`config.mk`:
```
export PLATFORM = sky130hd
export DESIGN_NAME = link_bist_prbs_ref
export DESIGN_NICKNAME = d
export VERILOG_FILES = /design/src/rtl/link_bist_pkg.sv /design/src/rtl/link_bist_prbs_ref.sv
export SDC_FILE = /design/constraint.sdc
export NUM_CORES = 1
export LEC_CHECK = 0
export ABC_CLOCK_PERIOD_IN_PS = 1100
export BUFFER_PORTS_ARGS = -buffer_cell sky130_fd_sc_hd__buf_2
export CORE_UTILIZATION = 43
export DETAILED_ROUTE_END_ITERATION = 16
export PLACE_DENSITY = 0.76
export SYNTH_ARGS = -nofsm -noshare
export SYNTH_HDL_FRONTEND = slang
export SYNTH_SLANG_ARGS = --single-unit
```
`constraint.sdc`:
```
create_clock -name clk -period 1.1 [get_ports clk]
set_clock_uncertainty 0.05 [all_clocks]
set_input_delay 0.165 -clock clk [delete_from_list [all_inputs] [get_ports clk]]
set_output_delay 0.165 -clock clk [all_outputs]
set_load 0.05 [all_outputs]
```
`src/rtl/link_bist_pkg.sv`:
```
package link_bist_pkg;

    localparam int PRBS_ORDER = 7;

    typedef struct packed {
        logic en_prev;    // enable sampled at the previous edge
        logic win;        // window open (drives pulse mode of pass_o)
        logic seeded;     // reference aligned to the stream
        logic lock_seen;  // a locked pixel arrived in this window
        logic lock_lost;  // lock dropped after lock_seen
        logic any_err;    // at least one mismatch in this window
        logic err_flag;   // last sampled pixel mismatched
        logic result;     // held verdict after the window
    } ctl_state_t;

endpackage

```
`src/rtl/link_bist_prbs_ref.sv`:
```
module link_bist_prbs_ref
    import link_bist_pkg::*;
#(
    parameter int PIX_W = 12
) (
    input  logic             clk,
    input  logic             rst_n,
    input  logic             seed_i,
    input  logic             adv_i,
    input  logic [PIX_W-1:0] seed_word_i,
    output logic [PIX_W-1:0] ref_o
);

    logic [PIX_W-1:0] ref_d, ref_q;
    logic [PIX_W-1:0] gen_word;

    // Unroll PIX_W serial steps of x^7 + x^6 + 1, earliest bit in the MSB.
    always_comb begin
        logic [PRBS_ORDER-1:0] st;
        logic                  nb;
        st = seed_i ? seed_word_i[PRBS_ORDER-1:0] : ref_q[PRBS_ORDER-1:0];
        gen_word = '0;
        for (int i = PIX_W - 1; i >= 0; i--) begin
            nb          = st[6] ^ st[5];
            gen_word[i] = nb;
            st          = {st[5:0], nb};
        end
        ref_d = (seed_i || adv_i) ? gen_word : ref_q;
    end

    always_ff @(posedge clk or negedge rst_n) begin
        if (!rst_n) ref_q <= '0;
        else        ref_q <= ref_d;
    end

    assign ref_o = ref_q;

    initial begin
        if (PIX_W < PRBS_ORDER) $error("PIX_W must cover the PRBS state");
    end

    // seeding and advancing are separate events
    p_seed_adv_excl_r4: assert property (@(posedge clk) disable iff (!rst_n)
        !(seed_i && adv_i));

    // a nonzero state never collapses to the all-zero state
    p_state_nonzero_r4: assert property (@(posedge clk) disable iff (!rst_n)
        (adv_i && ref_q[PRBS_ORDER-1:0] != '0) |=> ref_q[PRBS_ORDER-1:0] != '0);

endmodule

```
# Word level (Yosys, flattened, before mapping)
# Index checks and enable logic that the tools add are counted.
# word_totals
reg_bits	12
inputBits	16
output_inout_bits	12
word_cells	15
# op_classes
mux	1
bitwise_logic	12
n_reduce_logical	1
# op_table
op	n
1-bit XOR	12
7-bit 2-to-1 mux	1
1-bit logical OR	1

# Logic depth before layout (Yosys ltp)
# depth
depth_word	3
depth_mapped	4
ltp_nobuf	3

# Worst setup path after synthesis
# OpenSTA, ideal clock, no wires.
# synth_timing
kind	register to register
startpoint	register ref_q[0] (netlist: ref_o[0])
endpoint	register ref_q[5] (netlist: ref_o[5])
setup_ps	67
t_arrival_ps	1217
required_ps	983
path_slack_ps	-233
path_stages_with_launch	4
n_path_buf	0
synth_period_minus_slack_ps	1333
path_cell_list	dfrtp_1 -> xor2_1 -> a211o_1 -> nand3_2
# synth_between
elab_chain_len	2
# synth_rtl
item	line_no	rtl
start, declared	link_bist_prbs_ref.sv:14	logic [PIX_W-1:0] ref_d, ref_q;
start signal, assigned	link_bist_prbs_ref.sv:33	else ref_q <= ref_d;
7-bit 2-to-1 mux	link_bist_prbs_ref.sv:21	st = seed_i ? seed_word_i[PRBS_ORDER-1:0] : ref_q[PRBS_ORDER-1:0];
1-bit XOR	link_bist_prbs_ref.sv:24	nb = st[6] ^ st[5];
# Every way passes these cells.
# A chain may end at the register's enable or synchronous reset.

# Worst setup path after layout
# layout_timing
startpoint	register ref_q[4] (netlist: ref_o[4])
endpoint	register ref_q[10] (netlist: ref_o[10])
# Same word-level chain as after synthesis.

==> impl_metrics.ini <==
[outcome]
outcome = complete, but fails checks
failed_checks = negative setup slack

[grt]
antenna_found_initial = 0
grt_overflow = 0
grt_usage = 0.1910
grt_pass1_wl_mm = 2.622
grt_max_degree = 14
grt_pass1_vias = 613

[worst_setup_path]
startpoint_type = flop
crit_type = reg2reg
cp_max_fo = 4
cp.arrival_ps = 1260
reg2reg_slack_ps = -60
worst_setup_path_end_kind = flop
critPathRequiredTime_ps = 1200

[die]
die_w_um = 44.17
fp.coreArea_sq_um = 1577
die_area_sq_um = 1951
die_y_um = 44.17
boundaryPins = 28
rows = 14
start_util = 0.4849

[power_and_ir_drop]
irDropWorstVdd_v = 0.0007691
total_power_uw = 1980
power.share.clock = 0.143
p_int_uw = 1120
power.leakage_uw = 0.0005359
pwr-share-comb = 0.527
switching_share = 0.4345
power_frac_seq = 0.330
pwr_density_cell_nw_per_um2 = 1834
switching_power_uw = 860.2

[sta]
worst_pin_slew_ps = 294.3
fin_ws_ps = -63.80
finalCritPeriodShare = 1.058
finalCriticalPeriod_ps = 1164
hold_viol = 0
slew_headroom = 0.8038
slew_viol_final = 0
setup_viol = 7
fmax_mhz = 859.3
rsz0062_at_grt = true

[synthesis]
seq_area_frac_synth = 0.3928
synth.distinct_cells = 14
syn_nets = 94
synthCells = 78
synth_area_per_cell_sq_um = 9.801
synth_seq_cells = 12
synth_warnings = 0
syn-cell-area_sq_um = 764.5

[final_layout]
drive_above_1_share = 0.3818
fin_nets = 127
area_growth_pct = 41.24
final_common_cell = xor2_1
num_antenna_cells = 0
fillers = 123
largest_reg_flops = 12
final_cell_mix = xor2_1, nand2_1, buf_2, buf_6

[cts]
clock_path_buffers = 2
cts_sinks = 12
clk-insertion-delay-late_ps = 280
clkSlewWorstSetupHoldPaths_ps = 80
h-tree-depth = 1
cts_buffers = 3
tritoncts = done
clockRootBuffer = clkbuf_4

[worst_hold_path]
hold_class = in2reg

[drt]
remaining_drc_errors = 0
first_pass_iters = 4
vias = 654
wl_per_cell_um = 13.73
ant_nets = 0
vias_per_cell = 5.190
drt_iter0_drc = 12
finalWirelength_mm = 1.730

[placed_design]
dp_slack_ps = 2.726
io_buffers = 22
dp_hpwl_mm = 1.124
routabilityCongestion = 0.6938

[run]
drv_cap = 0
## through the flow
step | hold WS [ps] | cells | cell area [sq um] | util | TNS, ps
floorplan | -180.6 | 78 | 773.2 | - | -115.2
global placement | 2.093 | 115 | 902.1 | 0.5722 | 0
detailed placement | 2.608 | 115 | 902.1 | 0.5722 | 0
CTS | 172.3 | 125 | 1050 | 0.6659 | -42.71
global route | 192.4 | 126 | 1080 | 0.6849 | -484.2
finish | 171.0 | 126 | 1080 | 0.6849 | -165.4
## critical path, cell delays in order (launching register included)
cell and delay [ps]:
dfrtp_2 430, buf_12 140, xor2_1 150, mux2i_1 200, o21ai_1 80
## synth_stat cells
master / count / share of area
mux2i_1: 6 / 0.079
buf_6: 1 / 0.015
nor2_1: 1 / 0.0049
inv_1: 1 / 0.0049
dfrtp_1: 12 / 0.39
nand2_1: 17 / 0.083
nand3_2: 1 / 0.013
clkbuf_8: 1 / 0.018
xor2_1: 23 / 0.26
o21ai_0: 11 / 0.072
nand3_1: 1 / 0.0065
clkbuf_1: 1 / 0.0049
xor3_1: 1 / 0.031
a211o_1: 1 / 0.011
## kinds of logic (layout without fill, tap and decap cells)
kind of cell | count (synthesis) | after routing | share of synthesized area
compound gates | 12 | 12 | 0.08347
xor+xnor | 24 | 24 | 0.2946
buf+inv | 4 | 36 | 0.04254
flops | 12 | 12 | 0.3928
mux | 6 | 6 | 0.07856
simple gates | 20 | 20 | 0.1080
## worst paths after layout
| path | startpoint | end | cells after the start |
|---|---|---|---|
| worst max register to register | ref_o[4] | ref_o[10] | 4 |
| min in group asynchronous | rst_n | ref_o[7] | 2 |
| worst min register to register | ref_o[9] | ref_o[9] | 2 |
| worst min-delay path | seed_word_i[1] | ref_o[7] | 4 |
| max in group asynchronous | rst_n | ref_o[5] | 2 |
| worst max-delay path | ref_o[4] | ref_o[10] | 4 |
## power by group through the flow
stage / clock network, uW / registers, uW / logic (uW)
CTS: 296 / 640 / 972
finish: 284 / 653 / 1040
detailed placement: 0 / 656 / 772
global placement: 0 / 649 / 755
global route: 314 / 664 / 1100
floorplan: 0 / 962 / 260
## final cells by class
type                       count  area, sq um  area share
clock buffer                   4        26.28     0.02433
timing repair buffer          31        281.5      0.2607
multi-input combinational     62        439.2      0.4067
inverter                       1        3.754    0.003476
tap                           16        20.02     0.01854
sequential                    12        309.0      0.2862
## per-layer routing
metal	share of wire	global-route usage
met2	0.48	0.3176
met4	0.018	0.09091
met3	0.024	0.03673
met1	0.48	0.2371
met5	0	0
## timing repair
item,4_1_cts,5_1_grt
setup endpoints to repair,10,17
hold buffers,1,0
endpoints found under the hold margin,12,0
buffers inserted,5,1
pin swaps,1,5
gates cloned,0,0
gates resized for setup,17,13
(Power assumes the default switching activity.)
